<file path="src/rtl/sxmov_pkg.sv">
package sxmov_pkg;

    localparam int INSTR_W   = 32;
    localparam int RES_W     = 64;
    localparam int IMM_W     = 5;
    localparam int REG_W     = 5;
    localparam int IDX_W     = 4;

    localparam logic [8:0] OPC_HI = 9'b001110000;
    localparam logic [5:0] OPC_LO = 6'b001011;

    typedef enum logic [1:0] {
        SZ_B = 2'd0,
        SZ_H = 2'd1,
        SZ_W = 2'd2
    } esz_t;

    typedef enum logic [1:0] {
        ST_IDLE   = 2'd0,
        ST_RESULT = 2'd1,
        ST_REJECT = 2'd2
    } st_t;

    typedef struct packed {
        logic             hit;
        logic             undef;
        logic             wide;
        esz_t             sz;
        logic [IDX_W-1:0] idx;
        logic [REG_W-1:0] rd;
        logic [REG_W-1:0] vn;
        logic             chk;
    } dec_t;

endpackage

</file>
<file path="src/rtl/sxmov_decode.sv">
module sxmov_decode
    import sxmov_pkg::*;
(
    input  logic [INSTR_W-1:0] instr,
    input  logic               simd_en,
    output dec_t               dec
);

    logic [IMM_W-1:0] imm;
    esz_t             sz;
    logic [IDX_W-1:0] idx;
    logic             bad;

    assign imm = instr[20:16];

    always_comb begin
        if (imm[0]) begin
            sz = SZ_B;
        end else if (imm[1]) begin
            sz = SZ_H;
        end else begin
            sz = SZ_W;
        end
    end

    always_comb begin
        unique case (sz)
            SZ_B:    idx = imm[4:1];
            SZ_H:    idx = {1'b0, imm[4:2]};
            SZ_W:    idx = {2'b00, imm[4:3]};
            default: idx = '0;
        endcase
    end

    always_comb begin
        bad = 1'b0;
        if (imm[2:0] == 3'b000) bad = 1'b1;
        if (!simd_en) bad = 1'b1;
        if (!instr[30] && sz == SZ_W) bad = 1'b1;
    end

    always_comb begin
        dec.hit   = !instr[31] && instr[29:21] == OPC_HI && instr[15:10] == OPC_LO;
        dec.undef = bad;
        dec.wide  = instr[30];
        dec.sz    = sz;
        dec.idx   = idx;
        dec.rd    = instr[4:0];
        dec.vn    = instr[9:5];
        dec.chk   = !bad && (idx != '0);
    end

endmodule

</file>
<file path="src/rtl/sxmov_extract.sv">
module sxmov_extract
    import sxmov_pkg::*;
#(
    parameter int VEC_W = 128
) (
    input  logic [VEC_W-1:0] vec,
    input  esz_t             sz,
    input  logic [IDX_W-1:0] idx,
    input  logic             wide,
    output logic [RES_W-1:0] data
);

    localparam int NB  = VEC_W / 8;
    localparam int NH  = VEC_W / 16;
    localparam int NW  = VEC_W / 32;
    localparam int BIW = $clog2(NB);
    localparam int HIW = $clog2(NH);
    localparam int WIW = $clog2(NW);

    logic [7:0]  b_lane [NB];
    logic [15:0] h_lane [NH];
    logic [31:0] w_lane [NW];

    for (genvar g = 0; g < NB; g++) begin : g_byte
        assign b_lane[g] = vec[g*8 +: 8];
    end
    for (genvar g = 0; g < NH; g++) begin : g_half
        assign h_lane[g] = vec[g*16 +: 16];
    end
    for (genvar g = 0; g < NW; g++) begin : g_word
        assign w_lane[g] = vec[g*32 +: 32];
    end

    logic [7:0]       b_sel;
    logic [15:0]      h_sel;
    logic [31:0]      w_sel;
    logic [RES_W-1:0] ext;

    assign b_sel = b_lane[idx[BIW-1:0]];
    assign h_sel = h_lane[idx[HIW-1:0]];
    assign w_sel = w_lane[idx[WIW-1:0]];

    always_comb begin
        unique case (sz)
            SZ_B:    ext = {{(RES_W-8){b_sel[7]}}, b_sel};
            SZ_H:    ext = {{(RES_W-16){h_sel[15]}}, h_sel};
            SZ_W:    ext = {{(RES_W-32){w_sel[31]}}, w_sel};
            default: ext = '0;
        endcase
    end

    assign data = wide ? ext : {{(RES_W-32){1'b0}}, ext[31:0]};

endmodule

</file>
<file path="src/rtl/sxmov_ctrl.sv">
module sxmov_ctrl
    import sxmov_pkg::*;
(
    input  logic clk,
    input  logic rst,
    input  logic in_valid,
    input  logic hit,
    output st_t  state
);

    st_t nxt;

    always_comb begin
        unique case (state)
            ST_IDLE, ST_RESULT, ST_REJECT: begin
                if (in_valid && hit) begin
                    nxt = ST_RESULT;
                end else if (in_valid) begin
                    nxt = ST_REJECT;
                end else begin
                    nxt = ST_IDLE;
                end
            end
            default: nxt = ST_IDLE;
        endcase
    end

    always_ff @(posedge clk) begin
        if (rst) begin
            state <= ST_IDLE;
        end else begin
            state <= nxt;
        end
    end

endmodule

</file>
<file path="src/rtl/sxmov_unit.sv">
module sxmov_unit
    import sxmov_pkg::*;
#(
    parameter int VEC_W = 128
) (
    input  logic               clk,
    input  logic               rst,
    input  logic               in_valid,
    input  logic [31:0]        instr,
    input  logic               simd_en,
    input  logic [VEC_W-1:0]   vec_src,
    output logic               out_valid,
    output logic               out_nomatch,
    output logic               out_undef,
    output logic               out_chk_simd,
    output logic               out_wide,
    output logic [4:0]         out_rd,
    output logic [4:0]         out_vn,
    output logic [63:0]        out_data
);

    dec_t             dec;
    st_t              state;
    logic [RES_W-1:0] ext_data;

    sxmov_decode u_dec (
        .instr   (instr),
        .simd_en (simd_en),
        .dec     (dec)
    );

    sxmov_extract #(.VEC_W(VEC_W)) u_ext (
        .vec  (vec_src),
        .sz   (dec.sz),
        .idx  (dec.idx),
        .wide (dec.wide),
        .data (ext_data)
    );

    sxmov_ctrl u_ctrl (
        .clk      (clk),
        .rst      (rst),
        .in_valid (in_valid),
        .hit      (dec.hit),
        .state    (state)
    );

    always_ff @(posedge clk) begin
        if (rst) begin
            out_rd       <= '0;
            out_vn       <= '0;
            out_data     <= '0;
            out_undef    <= 1'b0;
            out_chk_simd <= 1'b0;
            out_wide     <= 1'b0;
        end else if (in_valid && dec.hit) begin
            out_rd       <= dec.rd;
            out_vn       <= dec.vn;
            out_data     <= dec.undef ? '0 : ext_data;
            out_undef    <= dec.undef;
            out_chk_simd <= dec.chk;
            out_wide     <= dec.wide;
        end
    end

    always_comb begin
        unique case (state)
            ST_RESULT: begin out_valid = 1'b1; out_nomatch = 1'b0; end
            ST_REJECT: begin out_valid = 1'b0; out_nomatch = 1'b1; end
            default:   begin out_valid = 1'b0; out_nomatch = 1'b0; end
        endcase
    end


    accept_gives_valid_chk: assert property (@(posedge clk) disable iff (rst)
        in_valid && dec.hit |=> out_valid && !out_nomatch);


    reject_holds_dest_chk: assert property (@(posedge clk) disable iff (rst)
        in_valid && !dec.hit |=> out_nomatch && !out_valid && $stable(out_rd) && $stable(out_data));


    idle_quiet_chk: assert property (@(posedge clk) disable iff (rst)
        !in_valid |=> !out_valid && !out_nomatch);


    narrow_upper_zero_chk: assert property (@(posedge clk) disable iff (rst)
        out_valid && !out_wide |-> out_data[63:32] == 32'd0);


    undef_clears_chk: assert property (@(posedge clk) disable iff (rst)
        out_valid && out_undef |-> out_data == 64'd0 && !out_chk_simd);

endmodule

</file>
<file path="config.mk">
export PLATFORM = sky130hd
export DESIGN_NAME = sxmov_unit
export DESIGN_NICKNAME = d
export VERILOG_FILES = /design/src/rtl/sxmov_pkg.sv /design/src/rtl/sxmov_decode.sv /design/src/rtl/sxmov_extract.sv /design/src/rtl/sxmov_ctrl.sv /design/src/rtl/sxmov_unit.sv
export SDC_FILE = /design/constraint.sdc
export NUM_CORES = 1
export LEC_CHECK = 0
export BUFFER_PORTS_ARGS = -buffer_cell sky130_fd_sc_hd__buf_4
export CORE_UTILIZATION = 50
export DETAILED_ROUTE_END_ITERATION = 16
export PLACE_DENSITY = 0.78
export SYNTH_ARGS = -nofsm -noshare
export SYNTH_HDL_FRONTEND = slang
export SYNTH_HIERARCHICAL = 1
export SYNTH_SLANG_ARGS = --single-unit
</file>
<file path="constraint.sdc">
create_clock -name clk -period 7.3 [get_ports clk]
set_input_delay 0.73 -clock clk [delete_from_list [all_inputs] [get_ports clk]]
set_output_delay 0.73 -clock clk [all_outputs]
set_load 0.01 [all_outputs]
</file>
==> flow_summary.toml, run 1 <==
[synth]
synth.largest_area_cell = "mux4_2"
yosysWarningCount = 6
ys_ff_latch = 79
synthesis.nets = 853
synth_ff_type = "dfxtp_1"
synth_edf_count = 0
yosysSeqAreaShare = 0.211
synth_cell_type_count = 52
synth_area_leaders = "mux4_2, dfxtp_1, a21bo_2"
synthArstFlopShare = 0
syn_area_sq_um = 7500
syn-instance-count = 689
synth_top_area_frac = 0.231
syn_avg_cell_area_sq_um = 10.9

[route]
vias_per_cell = 6.43
via_count = 6479
drc = 0
routed_wl_mm = 20.8
firstDrtPassIters = 5
drt_iter0_markers = 531
drtAntennaViolNets = 0
routed_wire_length_per_instance_microns = 20.6

[global_routing]
grt_usage = 0.267
overflow = 0
grt_max_degree = 96
grt_pass1_vias = 6051
grt_antenna_before_repair = 0
grt_pass1_wl_mm = 33.4

[finish]
final_common_cell = "buf_4"
final_cell_mix = "buf_4, dfxtp_1, a21oi_1"
drive_above_1_share = 0.508
fillerInstances = 1261
fin_nets = 984
antenna_cells = 0
post-route-util = 0.614
syn2layout_area_growth_pct = 19.5
final_cell_count_no_fill = 1008

[cts]
cts.path.max_buffers = 2
clk_pin_slew_ps = 50
clk_latency_ps = 330
ctsResizeCount = 0
ctsHtreeMaxLevel = 3
hold_buffers = 0
cts-buffers-inserted = 9
cts.sinks = 79
cts_tree = "built"
postCtsSetupRepairBufs = 0
root_buffer = "clkbuf_16"

[run_status]
outcome = "finished clean"

[sta]
fin_crit_sh = 0.513
tightest_slew_ps = 1100
report.final.slew_viol_count = 0
final-hold-violation-count = 0
fin_worst_skew_ps = 0.305
max_freq_mhz = 267
setup_viol = 0
timing.slew.headroom = 0.264
rsz0062_at_grt = "no"
setup_tns_ps = 0
layout_min_cycle_time_ps = 3750

[setup_path]
reg2reg_depth = 1
timing.rr.end = "u_ctrl/state[1]"
crit_end = "out_data[4]"
regToRegStartpoint = "u_ctrl/state[1]"
worstSetupPathType = "input pin to register"
crit_path_end_kind = "register"
cp.required_ps = 7470
worst-endpoint-arrival_ps = 3920
reg2reg_slack_ps = 6500
cp_max_fo = 75
cp-start-kind = "input pin"
setup.worst_path.start = "instr[16]"

[placement]
io_buffers = 242
place_hpwl_mm = 15.2
placedCellCount = 993
routabilityCongestion = 0.842

[die]
ios = 243
core_sq_um = 14600
die_h_microns = 124
die-width_microns = 124
dieArea_sq_um = 15500
rows = 44
start_util = 0.514

[flow_run]
maxCapViolCount = 0

[pwr]
power_density_nw_per_um2 = 142
power.leakage_nw = 3.53
ir_worst_vdd_mv = 0.0972

[hold_path]
hp-class = "register to register"
-- Yosys cell counts (3+ instances only) --
library cell and n:
nand4b_1 64, buf_2 27, a21o_1 4, nand2_1 31
a31oi_1 6, a22oi_1 17, nor2_1 19, a21bo_1 17
nand2b_1 3, o21ai_0 3, buf_4 59, a21bo_2 61
nor2b_1 4, o311ai_0 6, clkbuf_1 18, a221oi_1 3
dfxtp_1 79, mux4_1 16, buf_12 3, a21oi_1 78
inv_1 4, buf_6 23, mux2i_1 3, mux4_2 77
nand3_1 30
-- state kept, by name, summed over array words and instances, names as in the netlist --
signal and cells:
out_wide 1, u_ctrl/state 2, out_rd 5, out_vn 5, out_undef 1, out_chk_simd 1, out_data 64
-- stage by stage --
step | cell area (sq um) | total power, mW | worst slack [ps] | hold WS [ps]
after global placement | 8660 | 0.829 | 3310 | 513
after global routing | 8960 | 1.33 | 3360 | 562
after CTS | 8960 | 1.28 | 3590 | 535
after detailed placement | 8660 | 0.834 | 3240 | 527
after floorplan | 7500 | 0.749 | 3950 | 484
final | 8960 | 1.28 | 3550 | 542
-- critical path: stages --
cell and delay (ps):
buf_4 160, nor2_1 90, buf_4 220, a21bo_4 400, buf_4 900, mux4_1 690, a22oi_1 210, a31oi_1 120
a21o_1 170, nand4b_1 90, a21oi_1 70
-- logic make-up (layout without fill, tap and decap cells) --
family	after synthesis	count (layout)	share of synthesized area
AOI/OAI and AO/OA	210	210	0.217
buffers and inverters	135	270	0.131
DFF	79	79	0.211
muxes	99	99	0.300
and+or+nand+nor	166	166	0.141
-- routing by layer --
| metal | track usage | routed length (microns) |
|---|---|---|
| met1 | 0.370 | 8620 |
| met2 | 0.430 | 10100 |
| met3 | 0.0378 | 1660 |
| met4 | 0.0858 | 434 |
| met5 | 0 | 0 |
-- layout make-up --
cell class	instances	area [sq um]	area share
multi-input cells	475	4960	0.553
clock inverters	5	57.6	0.00642
flip-flops and latches	79	1580	0.177
clock buffers	10	239	0.0267
inverters	5	18.8	0.00209
repair buffers	250	1880	0.209
well taps	184	230	0.0257
-- power by group --
group,total [mW],internal [mW],switching (mW)
clock,0.448,0.273,0.175
sequential,0.432,0.431,0.000393
combinational,0.395,0.209,0.186
-- worst min-delay path by stage --
stage	from	endpoint	cells after the start
6_report	u_ctrl/state[1]	u_ctrl/state[0]	1
3_3_place_gp	u_ctrl/state[1]	u_ctrl/state[1]	1
2_1_floorplan	u_ctrl/state[1]	u_ctrl/state[0]	1
3_5_place_dp	u_ctrl/state[1]	u_ctrl/state[0]	1
5_1_grt	u_ctrl/state[0]	u_ctrl/state[0]	1
4_1_cts	u_ctrl/state[1]	u_ctrl/state[0]	1
(Power assumes the default switching activity.)
==> run 2, diff against run 1 <==
- clock period: 7.3 -> 3.9 ns (I/O delays scaled with it)
==> run 2 against run 1 <==
  * Sequential share of layout area fell by 0.26 points
  * Final cell count rose by 0.79%
  * Largest power group unchanged
  * Via count shrank 0.39%
==> flow_summary.toml, run 2 (synthesized netlist as in run 1, its figures left out) <==
[sta]
setup_tns_ps = 0
timing.slew.headroom = 0.425
fin_crit_sh = 0.784
report.final.slew_viol_count = 0
layout_min_cycle_time_ps = 3060
tightest_slew_ps = 863
setup_viol = 0
fin_worst_skew_ps = 0.230
final-hold-violation-count = 0
max_freq_mhz = 327
whs_ps = 320
rsz0062_at_grt = "no"

[die]
die-width_microns = 124
core_sq_um = 14600
ios = 243
die_h_microns = 124
start_util = 0.514
rows = 44
dieArea_sq_um = 15500

[route]
routed_wire_length_per_instance_microns = 20.1
via_count = 6454
firstDrtPassIters = 5
drc = 0
vias_per_cell = 6.35
routed_wl_mm = 20.4
drt_iter0_markers = 548
drtAntennaViolNets = 0

[finish]
largest_reg_flops = 64
final_common_cell = "buf_4"
final_cell_mix = "buf_4, dfxtp_1, a21oi_1"
drive_above_1_share = 0.513
largest_register = "out_data"
fin_nets = 992
syn2layout_area_growth_pct = 21.3
final_area_sq_um = 9090
final_cell_count_no_fill = 1016
reg_top3 = "out_data: 64 flops, out_rd: 5 flops, out_vn: 5 flops"
antenna_cells = 0

[placement]
routabilityCongestion = 0.873
dpl_cell_area_sq_um = 8760
place_hpwl_mm = 14.9
placedCellCount = 1001
io_buffers = 242

[cts]
clk_pin_slew_ps = 60
hold_buffers = 0
cts-buffers-inserted = 9
cts.path.max_buffers = 2
root_buffer = "clkbuf_16"
cts.sinks = 79
ctsHtreeMaxLevel = 3
postCtsSetupRepairBufs = 0
clk_latency_ps = 320
cts_tree = "built"
ctsResizeCount = 0

[global_routing]
grt_antenna_before_repair = 0
grt_pass1_vias = 6175
grt_usage = 0.264
overflow = 0
grt_max_degree = 91
grt_pass1_wl_mm = 32.8

[setup_path]
worstSetupPathType = "input pin to register"
cp-start-kind = "input pin"
cp_max_fo = 32
cp.required_ps = 4150
worst-endpoint-arrival_ps = 3310
crit_path_end_kind = "register"

[flow_run]
maxCapViolCount = 0

[pwr]
ir_worst_vdd_mv = 0.206
power_density_nw_per_um2 = 275
power.leakage_nw = 3.60

[run_status]
outcome = "finished clean"

[hold_path]
hp-class = "input pin to register"
-- run 2: stage by stage --
stage | power, mW | utilization | setup WS (ps)
3_5_place_dp | 1.57 | 0.601 | 536
5_1_grt | 2.61 | 0.623 | 683
3_3_place_gp | 1.56 | 0.601 | 642
2_1_floorplan | 1.40 | - | 890
6_report | 2.50 | 0.623 | 841
4_1_cts | 2.51 | 0.623 | 878
-- run 2: routing by layer --
metal	global-route usage	vias to the layer above	routed length, microns
li1	-	2979	-
met1	0.358	3086	8660
met2	0.426	361	9630
met3	0.0425	28	1590
met4	0.0921	0	500
met5	0	-	0
-- run 2: path summary, 6_finish.rpt --
| check | to | slack, ps | start | depth (start not counted) |
|---|---|---|---|---|
| setup / recovery | out_data[39] | 840 | instr[16] | 10 |
| hold / removal | out_rd[0] | 320 | instr[0] | 3 |
| setup reg to reg | u_ctrl/state[1] | 3110 | u_ctrl/state[1] | 1 |
| hold reg to reg | u_ctrl/state[0] | 520 | u_ctrl/state[1] | 1 |
-- run 2: critical path: stages --
cell and delay, ps:
buf_4 160, and2b_2 310, a22o_2 380, or2_0 270, o221a_1 260, a2111o_2 640, a31oi_4 200, buf_4 340
nand4b_1 140, a21oi_1 190
-- run 2: power by group --
group	leakage (nW)	total [mW]	switching (mW)	internal, mW
Sequential	0.636	0.808	0.000647	0.807
Clock	0.166	0.948	0.326	0.621
Combinational	2.79	0.746	0.348	0.398
-- run 2: layout make-up --
type                            count  area [sq um]
Tap cell                          184           230
Multi-Input combinational cell    475          4960
Fill cell                        1241          5490
Clock inverter                      6           109
Inverter                            5          18.8
Timing Repair Buffer              258          1970
Clock buffer                        9           225
Sequential cell                    79          1580
==> run 3, diff against run 2 <==
- CORE_UTILIZATION: 50 -> 48
- clock period: 3.9 -> 2.8 ns (I/O delays scaled with it)
==> run 3 against run 2 <==
  * Worst hold slack lost 110 ps
  * Final area grew 3.0%
  * Non-clock buffer count grew 26
  * Total power grew 39%
  * Sequential power grew 40%
  * Flip-flop and latch count is the same
  * Critical endpoint is now out_data[5]
  * Largest cell class unchanged
  * Clock skew is essentially flat
  * Critical path depth is the same
  * Sequential share of layout area shrank 0.51 points
  * Wire length grew 6.3%
  * Critical path type unchanged
  * Count of clock-buffer cells in the layout grew 1
  * Clock power grew 33%
==> flow_summary.toml, run 3 (synthesized netlist as in run 1, its figures left out) <==
[run_status]
outcome = "finished clean"

[sta]
timing.slew.headroom = 0.415
final-hold-violation-count = 0
rsz0062_at_grt = "no"
fin_crit_sh = 0.862
fin_worst_skew_ps = 0.0148
tightest_slew_ps = 877
setup_tns_ps = 0
report.final.slew_viol_count = 0
layout_min_cycle_time_ps = 2410
max_freq_mhz = 414
setup_viol = 0

[cts]
hold_buffers = 0
root_buffer = "clkbuf_16"
ctsResizeCount = 0
cts.sinks = 79
cts.path.max_buffers = 2
postCtsSetupRepairBufs = 0
clk_pin_slew_ps = 60
clk_latency_ps = 330
cts_tree = "built"
ctsHtreeMaxLevel = 3
cts-buffers-inserted = 9

[route]
drt_iter0_markers = 576
via_count = 6795
routed_wl_mm = 21.7
drtAntennaViolNets = 0
routed_wire_length_per_instance_microns = 20.7
vias_per_cell = 6.49
firstDrtPassIters = 5
drc = 0

[hold_path]
min_path_cells = 3
hp-class = "input pin to register"

[global_routing]
overflow = 0
grt_usage = 0.268
globalRouteMet1Util = 0.342
gr-max-usage-layer = "met2"
grtUsageMet3 = 0.0674
grt_pass1_wl_mm = 34.3
use_met2 = 0.429
grt_pass1_vias = 6446
grt_antenna_before_repair = 0
grt_max_degree = 80

[setup_path]
setup.worst_path.start = "instr[17]"
crit_path_end_kind = "register"
critPathMaxStageDelay_ps = 520
worst-endpoint-arrival_ps = 2590
critPathSlowestCell = "mux4_2"
reg2reg_slack_ps = 1970
worstSetupPathType = "input pin to register"
cp.required_ps = 2970
crit_end = "out_data[5]"
cp-start-kind = "input pin"
cp_cell_sequence = "buf_4 -> mux2i_1 -> o21ai_4 -> buf_12 -> buf_4 -> mux4_2 -> a22oi_1 -> a32oi_1 -> nand4b_1 -> a21oi_1"
crit_top_cell = "buf_4"
cp_max_fo = 38
timing.rr.end = "out_data[25]"
regToRegStartpoint = "out_data[25]"
reg2reg_depth = 2

[die]
rows = 45
die-width_microns = 127
ios = 243
dieArea_sq_um = 16100
die_h_microns = 127
core_sq_um = 15200
start_util = 0.493

[pwr]
power_density_nw_per_um2 = 372
ir_worst_vdd_mv = 0.226
power.leakage_nw = 3.74

[finish]
final_common_cell = "buf_4"
reg_top3 = "out_data: 64 flops, out_rd: 5 flops, out_vn: 5 flops"
syn2layout_area_growth_pct = 24.9
largest_reg_flops = 64
final_cell_count_no_fill = 1047
drive_above_1_share = 0.530
fin_nets = 1018
antenna_cells = 0
final_area_sq_um = 9370
final_cell_mix = "buf_4, dfxtp_1, a21oi_1, mux4_2, nand4b_1"
largest_register = "out_data"

[placement]
io_buffers = 242
place_hpwl_mm = 16.1
routabilityCongestion = 0.941
dpl_cell_area_sq_um = 9050
placedCellCount = 1031

[flow_run]
maxCapViolCount = 0
## run 3: worst min path at each step
stage                    startpoint         endpoint
floorplan                       rst  u_ctrl/state[0]
global placement    u_ctrl/state[1]  u_ctrl/state[0]
detailed placement  u_ctrl/state[1]  u_ctrl/state[0]
CTS                        instr[0]        out_rd[0]
global route               instr[7]        out_vn[2]
finish                     instr[0]        out_rd[0]
## run 3: metrics by stage
stage / setup WS (ps) / hold WS, ps / total power [mW] / utilization
global placement: 150 / 507 / 2.23 / 0.595
CTS: 404 / 194 / 3.51 / 0.616
global route: 275 / 210 / 3.64 / 0.616
finish: 387 / 209 / 3.49 / 0.616
floorplan: -74.4 / 349 / 1.95 / -
detailed placement: 55.9 / 521 / 2.24 / 0.595
## run 3: final cells by class
| class | instances | area, sq um |
|---|---|---|
| clock buffers | 10 | 229 |
| clock inverters | 6 | 91.3 |
| fillers | 1291 | 5830 |
| inverters | 5 | 18.8 |
| multi-input cells | 475 | 4950 |
| flip-flops and latches | 79 | 1580 |
| well taps | 188 | 235 |
| repair buffers | 284 | 2260 |
## run 3: power breakdown
| group | total, mW | internal, mW | switching (mW) |
|---|---|---|---|
| logic | 1.11 | 0.605 | 0.501 |
| registers | 1.13 | 1.12 | 0.000982 |
| clock network | 1.26 | 0.787 | 0.472 |
| total | 3.49 | 2.52 | 0.973 |
## run 3: worst max-delay path, delay by kind of cell
kind | cells | cell delay [ps]
buffers and inverters | 3 | 700
AO/OA/AOI/OAI | 4 | 810
multiplexers | 2 | 680
AND/OR/NAND/NOR | 1 | 110
## run 3: metal layers
metal / up-vias / share of wire
met1: 3265 / 0.39
li1: 3036 / -
met2: 432 / 0.47
met4: 0 / 0.038
met3: 62 / 0.096
met5: - / 0
